$ cat src/rtl/acq_trig_pkg.sv
package acq_trig_pkg;
  // bit positions of the edge-detected control and input bundle
  localparam int EDGE_W  = 7;
  localparam int E_SW    = 0;
  localparam int E_CASC  = 1;
  localparam int E_HW    = 2;
  localparam int E_ARM   = 3;
  localparam int E_CLR   = 4;
  localparam int E_SWFRZ = 5;
  localparam int E_HWFRZ = 6;

  // sticky status flag positions
  localparam int NUM_FLAGS = 5;
  localparam int F_SW      = 0;
  localparam int F_CASC    = 1;
  localparam int F_HW      = 2;
  localparam int F_COMB    = 3;
  localparam int F_FRZ     = 4;
endpackage

$ cat src/rtl/edge_rise.sv
module edge_rise #(
  parameter int W = 1
) (
  input  logic         clk,
  input  logic         rst_n,
  input  logic [W-1:0] din,
  output logic [W-1:0] rise
);
  logic [W-1:0] din_q;

  always_ff @(posedge clk) begin
    if (!rst_n) din_q <= '0;
    else        din_q <= din;
  end

  assign rise = din & ~din_q;
endmodule

$ cat src/rtl/hw_arm_ctrl.sv
module hw_arm_ctrl (
  input  logic clk,
  input  logic rst_n,
  input  logic arm_rise,
  input  logic auto_rearm,
  input  logic hw_rise,
  output logic hw_fire,
  output logic armed
);
  logic rearm_q;

  assign hw_fire = hw_rise & armed;

  always_ff @(posedge clk) begin
    if (!rst_n) begin
      armed   <= 1'b0;
      rearm_q <= 1'b0;
    end else begin
      rearm_q <= hw_fire & auto_rearm;
      if (arm_rise || rearm_q) armed <= 1'b1;
      else if (hw_fire)        armed <= 1'b0;
    end
  end
endmodule

$ cat src/rtl/sticky_flags.sv
module sticky_flags #(
  parameter int N = 5
) (
  input  logic         clk,
  input  logic         rst_n,
  input  logic [N-1:0] set,
  input  logic         clr,
  output logic [N-1:0] flags
);
  for (genvar i = 0; i < N; i++) begin : g_flag
    always_ff @(posedge clk) begin
      if (!rst_n)      flags[i] <= 1'b0;
      else if (set[i]) flags[i] <= 1'b1;
      else if (clr)    flags[i] <= 1'b0;
    end
  end
endmodule

$ cat src/rtl/wrap_counter.sv
module wrap_counter #(
  parameter int W = 32
) (
  input  logic         clk,
  input  logic         rst_n,
  input  logic         inc,
  output logic [W-1:0] count
);
  always_ff @(posedge clk) begin
    if (!rst_n)   count <= '0;
    else if (inc) count <= count + 1'b1;
  end
endmodule

$ cat src/rtl/acq_trigger_ctrl.sv
module acq_trigger_ctrl
  import acq_trig_pkg::*;
#(
  parameter int CNT_W = 32
) (
  input  logic             clk,
  input  logic             rst_n,
  input  logic             ctl_sw_trig,
  input  logic             ctl_cascade_en,
  input  logic             ctl_auto_rearm,
  input  logic             ctl_arm,
  input  logic             ctl_clear,
  input  logic             ctl_sw_freeze,
  input  logic             ctl_hwfrz_en,
  input  logic             cascade_trig_i,
  input  logic             hw_trig_i,
  input  logic             hw_freeze_i,
  output logic             trig_pulse_o,
  output logic             freeze_pulse_o,
  output logic             sts_sw_o,
  output logic             sts_cascade_o,
  output logic             sts_hw_o,
  output logic             sts_armed_o,
  output logic             sts_combined_o,
  output logic             sts_freeze_o,
  output logic [CNT_W-1:0] trig_count_o
);
  logic [EDGE_W-1:0]    raw_in, rise;
  logic [NUM_FLAGS-1:0] flag_set, flags;
  logic                 hw_fire, armed, clr_rise, arm_rise;
  logic                 trig_evt, frz_evt;

  always_comb begin
    raw_in          = '0;
    raw_in[E_SW]    = ctl_sw_trig;
    raw_in[E_CASC]  = cascade_trig_i;
    raw_in[E_HW]    = hw_trig_i;
    raw_in[E_ARM]   = ctl_arm;
    raw_in[E_CLR]   = ctl_clear;
    raw_in[E_SWFRZ] = ctl_sw_freeze;
    raw_in[E_HWFRZ] = hw_freeze_i;
  end

  edge_rise #(.W(EDGE_W)) u_edges (
    .clk (clk), .rst_n (rst_n), .din (raw_in), .rise (rise)
  );

  assign arm_rise = rise[E_ARM];
  assign clr_rise = rise[E_CLR];

  hw_arm_ctrl u_arm (
    .clk        (clk),
    .rst_n      (rst_n),
    .arm_rise   (arm_rise),
    .auto_rearm (ctl_auto_rearm),
    .hw_rise    (rise[E_HW]),
    .hw_fire    (hw_fire),
    .armed      (armed)
  );

  assign trig_evt = rise[E_SW] | (ctl_cascade_en & rise[E_CASC]) | hw_fire;
  assign frz_evt  = rise[E_SWFRZ] | (ctl_hwfrz_en & rise[E_HWFRZ]);

  always_comb begin
    flag_set         = '0;
    flag_set[F_SW]   = rise[E_SW];
    flag_set[F_CASC] = ctl_cascade_en & rise[E_CASC];
    flag_set[F_HW]   = hw_fire;
    flag_set[F_COMB] = trig_evt;
    flag_set[F_FRZ]  = frz_evt;
  end

  sticky_flags #(.N(NUM_FLAGS)) u_flags (
    .clk (clk), .rst_n (rst_n), .set (flag_set), .clr (clr_rise), .flags (flags)
  );

  wrap_counter #(.W(CNT_W)) u_cnt (
    .clk (clk), .rst_n (rst_n), .inc (trig_evt), .count (trig_count_o)
  );

  always_ff @(posedge clk) begin
    if (!rst_n) begin
      trig_pulse_o   <= 1'b0;
      freeze_pulse_o <= 1'b0;
    end else begin
      trig_pulse_o   <= trig_evt;
      freeze_pulse_o <= frz_evt;
    end
  end

  assign sts_sw_o       = flags[F_SW];
  assign sts_cascade_o  = flags[F_CASC];
  assign sts_hw_o       = flags[F_HW];
  assign sts_combined_o = flags[F_COMB];
  assign sts_freeze_o   = flags[F_FRZ];
  assign sts_armed_o    = armed;
endmodule

$ cat config.mk
export PLATFORM = sky130hd
export DESIGN_NAME = acq_trigger_ctrl
export DESIGN_NICKNAME = d
export VERILOG_FILES = /design/src/rtl/acq_trig_pkg.sv /design/src/rtl/edge_rise.sv /design/src/rtl/hw_arm_ctrl.sv /design/src/rtl/sticky_flags.sv /design/src/rtl/wrap_counter.sv /design/src/rtl/acq_trigger_ctrl.sv
export SDC_FILE = /design/constraint.sdc
export NUM_CORES = 1
export LEC_CHECK = 0
export BUFFER_PORTS_ARGS = -buffer_cell sky130_fd_sc_hd__buf_2
export CORE_MARGIN = 3
export CORE_UTILIZATION = 45
export CTS_BUF_LIST = sky130_fd_sc_hd__clkbuf_8
export DETAILED_ROUTE_END_ITERATION = 8
export HOLD_SLACK_MARGIN = 0.1
export PLACE_DENSITY_LB_ADDON = 0.3
export SLEW_MARGIN = 40
export SYNTH_ARGS = -nofsm -noshare
export SYNTH_HDL_FRONTEND = slang
export SYNTH_SLANG_ARGS = --single-unit
$ cat constraint.sdc
create_clock -name clk -period 2 [get_ports clk]
set_input_delay 0.3 -clock clk [delete_from_list [all_inputs] [get_ports clk]]
set_output_delay 0.3 -clock clk [all_outputs]
set_load 0.01 [all_outputs]
==> metrics, run 1 <==
fillers 428; final hold violations 0; DRT iter0 DRCs 87; unique cell type count in the Yosys netlist 38; post-CTS sizing 0; H-tree depth 2; WL/cell 13.3 um; vias in the first global route 1883; DIE WIDTH 76.8 um; Num Clock Sinks 48; Placement Cell Area 2710 um2; FP Rows 25; Pwr Density 670 nW/um2; CTS Buffer Depth 2; Setup CP Type reg2reg; total gr overflow 0; clock slew at reported path FFs 0.09 ns; Setup Fix Bufs, Post-CTS 0; die extent in y 76.8 um; Routed WL 4.99 mm; GPL Wtd Cong 0.817; DIE AREA 5890 um2; post-DP HPWL 3.68 mm; clk_lat worst skew 0.31 ns; crit path max fanout 8; Slowest-stage cell, CP or4_1; # IOs 52; Crit path largest cell delay 0.76 ns; Routed Antenna Nets 0; largest net degree at the start of global routing 28; Cell Area, Synth 2250 um2; vias 2060; CTS root buf clkbuf_8; Yosys warnings 0; Synth Register Bits 48; core box area 4790 um2; Nets 321; initial antenna violation count 0; final setup fails 0; Syn Area/Cell 9.27 um2; max_cap viols 0; Crit. End Element register; max-slew violations 0; unrepaired setup endpoints after global routing false; total power 1.89 mW; Initial Util 47.1%; clock skew 0.00391 ns; Peak VDD IR 0.429 mV; Syn Nets 256; ratio of final minimum period to clock period 92.4%; Max Fclk 541 MHz; TritonCTS clock tree built; CP cell instances nand4_1 > or4_1 > o311ai_2 > o41ai_2; CP arrival 2.04 ns; design area 2820 um2; Remaining DRCs 0; GRT Overall Usage 17.6%; Worst slew margin 61.2%; dpl ws 0.142 ns; TNS Setup 0 ns; Buffers on Ports 51; cts hold-fix bufs 0; # diodes 0; synthesized instance count 243; layout cells sized above 1 30.1%; CP Launch Type register; post-layout min period 1.85 ns; via density per instance 5.48; run status completed; Seq/Total Area, Yosys 42.6%; global-route wire length before repair 8.59 mm; CP required 2.19 ns; area delta synth->final 25.3%; Num CTS Buffers 5; crit path setup slack, layout 0.152 ns; Tightest Pin Transition 0.578 ns; DR pass1 iterations 4; Leakage 1.15 nW; Min-Delay Path Class in2reg
## stage by stage
step | std cells | hold WS [ns] | utilization (%)
after floorplan | 243 | 0.407 | -
after global placement | 368 | 0.443 | 56.6
after detailed placement | 368 | 0.447 | 56.6
after CTS | 376 | 0.173 | 59.0
after global routing | 376 | 0.172 | 59.0
final | 376 | 0.181 | 59.0
## critical path: cells and delay by family, from the launching register on
family	cells	cell delay, ns
compound gates	2	0.42
flops	1	0.41
simple gates	2	0.90
## synthesized netlist by cell type
master    number  area (um2)
nor2_1        11        41.3
nor4_2         5        62.6
a31oi_1        2        12.5
and3_1         5        31.3
inv_1          6        22.5
nor4b_2        1        15.0
and2_1         6        37.5
mux2i_1        9        90.1
and4_1         5        43.8
nand2b_1      10        62.6
nand4_2        1        12.5
nand2_1       22        82.6
or4_1         14         105
o31ai_1       15         113
xnor2_1        3        26.3
nand3_1       12        60.1
buf_6          1        11.3
a311oi_1       1        8.76
o311ai_4       1        26.3
ha_1           1        12.5
and3b_1        2        17.5
nor3_2         1        10.0
nand4_1        5        31.3
nor4_4         1        21.3
buf_4          1        7.51
nand4_4        1        21.3
o41ai_2        1        16.3
xor2_1         2        17.5
o21ai_0        6        30.0
nand3b_1       3        22.5
dfxtp_1       48         961
and2b_1        1        7.51
clkbuf_1       6        22.5
o311ai_2       1        16.3
buf_2          5        25.0
a31o_2         1        8.76
a21oi_1       23         115
or3_1          4        25.0
## cell type report
type | instances | area [um2] | area share, %
multi-input cells | 176 | 1210 | 42.9
flip-flops and latches | 48 | 961 | 34.0
repair buffers | 71 | 430 | 15.2
well taps | 67 | 83.8 | 2.97
clock buffers | 5 | 68.8 | 2.44
clock inverters | 3 | 46.3 | 1.64
inverters | 6 | 22.5 | 0.798
## power by group
| group | total (mW) | switching (mW) | internal [mW] | leakage (nW) |
|---|---|---|---|---|
| Clock | 0.724 | 0.347 | 0.377 | 0.0548 |
| Sequential | 0.993 | 0.0117 | 0.982 | 0.391 |
| Combinational | 0.174 | 0.0992 | 0.0746 | 0.708 |
## cells in the final DEF (no fill, tap or decap), types with 2 or more instances in the layout
cell type and n:
buf_4 18, dfxtp_1 48, xnor2_1 3, nand2_1 22
and3_1 5, nor2_1 11, nand2b_1 10, buf_2 51
buf_12 2, mux2i_1 9, o31ai_1 15, and2_1 6
xor2_1 2, nand3_1 12, nand3b_1 3, or4_1 14
a21oi_1 23, inv_1 6, or3_1 4, clkbuf_8 5
o21ai_0 6, and3b_1 2, nand4_1 5, and4_1 5
a31oi_1 2, nor4_2 5
## flip-flops by register name (all words and copies together), names as in the netlist
signal,flops
freeze_pulse_o,1
u_arm.rearm_q,1
u_cnt.count,32
trig_pulse_o,1
u_flags.flags,5
u_edges.din_q,7
u_arm.armed,1
## kinds of logic (layout without fill, tap and decap cells)
| group | Yosys count | count (layout) | synth area share, % |
|---|---|---|---|
| muxes | 9 | 9 | 4.00 |
| DFF | 48 | 48 | 42.6 |
| adders and majority gates | 1 | 1 | 0.555 |
| and+or+nand+nor | 110 | 110 | 31.5 |
| AOI/OAI and AO/OA | 51 | 51 | 15.4 |
| xor gates and xnor gates | 5 | 5 | 1.94 |
| buffers and inverters | 19 | 85 | 3.94 |
## routing by layer
layer | global-route usage, % | wire (um) | vias to the layer above
met4 | 5.43 | 62 | 0
met5 | 0 | 0 | -
met3 | 5.28 | 224 | 6
met2 | 29.2 | 2260 | 35
li1 | - | - | 1042
met1 | 22.0 | 2440 | 977
## worst paths after layout
check,startpoint,end,slack (ns),cells after the start
setup / recovery,u_cnt.count[14]$_SDFFE_PN0P_,u_cnt.count[23]$_SDFFE_PN0P_,0.15,4
hold / removal,ctl_sw_freeze,u_edges.din_q[5]$_SDFF_PN0_,0.18,3
setup reg to reg,u_cnt.count[14]$_SDFFE_PN0P_,u_cnt.count[23]$_SDFFE_PN0P_,0.15,4
hold reg to reg,u_flags.flags[3]$_SDFFE_PN0P_,u_flags.flags[3]$_SDFFE_PN0P_,0.46,2
Note: power is estimated with default switching activity, not from simulation.
==> run 2, diff against run 1 <==
- clock period: 2 -> 2.3 ns (I/O delays scaled with it)
==> run 2 against run 1 <==
Against the previous run: cell area decreased by 4.7%; die area is the same; worst hold slack improved by 0.049 ns; total power is 14% lower; sequential power decreased by 13%; combinational power is 26% lower; critical endpoint is now u_cnt.count[20]$_SDFFE_PN0P_; largest power group unchanged.
==> metrics, run 2 (synthesis gave the netlist of run 1 again) <==
worst hold slack 0.230 ns; cts hold-fix bufs 0; Setup CP Type reg2reg; H-tree depth 2; largest net degree at the start of global routing 31; Initial Util 47.1%; worst hold path depth 3; Routed Antenna Nets 0; R2R Path End u_cnt.count[20]$_SDFFE_PN0P_; CTS root buf clkbuf_8; Max Fclk 499 MHz; FP Rows 25; highest-count cells in the layout ignoring fill and taps buf_2, dfxtp_1, a21oi_1, nand2_1, o31ai_1; max-slew violations 0; Clk network pwr share 38.7%; layout cells sized above 1 26.6%; fillers 456; Min-Delay Path Class in2reg; global-route wire length before repair 8.91 mm; worst r2r src u_cnt.count[0]$_SDFFE_PN0P_; Worst slew margin 57.1%; Tightest Pin Transition 0.639 ns; CP Launch Type register; Leakage 1.07 nW; DRT iter0 DRCs 100; WL/cell 14.0 um; total power 1.63 mW; Buffers on Ports 51; vias 1982; CTS Buffer Depth 2; total gr overflow 0; DIE AREA 5890 um2; # IOs 52; Largest register FFs 32; post-layout min period 2.00 ns; Most flops, register u_cnt.count; Crit. End Element register; vias in the first global route 1952; GPL Wtd Cong 0.754; initial antenna violation count 0; TNS Setup 0 ns; design area 2690 um2; # diodes 0; crit path max fanout 16; combinational fraction of design power 7.9%; DR pass1 iterations 4; die extent in y 76.8 um; placed cells 352; R2R setup slack 0.30 ns; clk_lat worst skew 0.30 ns; GRT Overall Usage 18.3%; CP cell instances ha_1 > and2_1 > nand4_2 > or4_1 > a21oi_1; Setup Fix Bufs, Post-CTS 0; final hold violations 0; Hold EP u_edges.din_q[5]$_SDFF_PN0_; via density per instance 5.51; Pwr Density 604 nW/um2; Flop pwr share 53.4%; CP required 2.54 ns; top flop regs u_cnt.count (32), u_edges.din_q (7), u_flags.flags (5); TritonCTS clock tree built; Remaining DRCs 0; Nets 305; Placement Cell Area 2570 um2; final std cells w/o fill 360; dpl ws 0.327 ns; Reg2Reg Depth 5; max_cap viols 0; Num Clock Sinks 48; area delta synth->final 19.4%; Slowest-stage cell, CP or4_1; Routed WL 5.02 mm; Min-Delay Startpoint ctl_sw_freeze; clock skew 0.00861 ns; Sw Pwr 0.395 mW; run status completed; Peak VDD IR 0.433 mV; CP arrival 2.24 ns; fin util 56.2%; total internal power 1.23 mW; core box area 4790 um2; final setup fails 0; DIE WIDTH 76.8 um; Num CTS Buffers 5; commonest non-fill, non-tap cell in the layout buf_2; clock slew at reported path FFs 0.10 ns; post-CTS sizing 0; unrepaired setup endpoints after global routing false; Crit path largest cell delay 0.61 ns; post-DP HPWL 3.51 mm; crit path setup slack, layout 0.296 ns; start point of the critical path u_cnt.count[0]$_SDFFE_PN0P_; ratio of final minimum period to clock period 87.1%; Sw Share 24.3%
run 2: worst max-delay path by stage:
stage	to	depth (start not counted)	slack, ns
after floorplan	u_cnt.count[23]$_SDFFE_PN0P_	5	0.58
after global placement	u_cnt.count[26]$_SDFFE_PN0P_	4	0.38
after detailed placement	u_cnt.count[20]$_SDFFE_PN0P_	5	0.33
after CTS	u_cnt.count[20]$_SDFFE_PN0P_	5	0.31
after global routing	u_cnt.count[14]$_SDFFE_PN0P_	5	0.16
final	u_cnt.count[20]$_SDFFE_PN0P_	5	0.30
run 2: area by class of cell:
class / instances / area (um2) / share of cell area (%)
tap: 67 / 83.8 / 3.11
sequential: 48 / 961 / 35.7
clock inverter: 3 / 47.5 / 1.77
inverter: 6 / 22.5 / 0.837
timing repair buffer: 55 / 298 / 11.1
clock buffer: 5 / 68.8 / 2.56
multi-input combinational: 176 / 1210 / 45.0
run 2: worst max-delay path, delay by kind of cell, from the launching register on:
kind | cells | cell delay (ns)
flops | 1 | 0.41
simple gates | 3 | 1.15
fa+ha+maj | 1 | 0.24
compound gates | 1 | 0.15
run 2: per-layer routing:
layer | up-vias | share of wire (%) | global-route usage (%)
li1 | 997 | - | -
met2 | 45 | 46 | 30.2
met1 | 936 | 48 | 22.8
met5 | - | 0 | 0
met4 | 0 | 0.92 | 7.25
met3 | 4 | 4.8 | 4.34
run 2: power groups by stage:
stage,registers (mW),logic (mW),clock network [mW]
after floorplan,0.894,0.0713,0
after global placement,0.886,0.127,0
after detailed placement,0.887,0.130,0
after CTS,0.868,0.130,0.644
after global routing,0.871,0.145,0.677
final,0.868,0.129,0.629
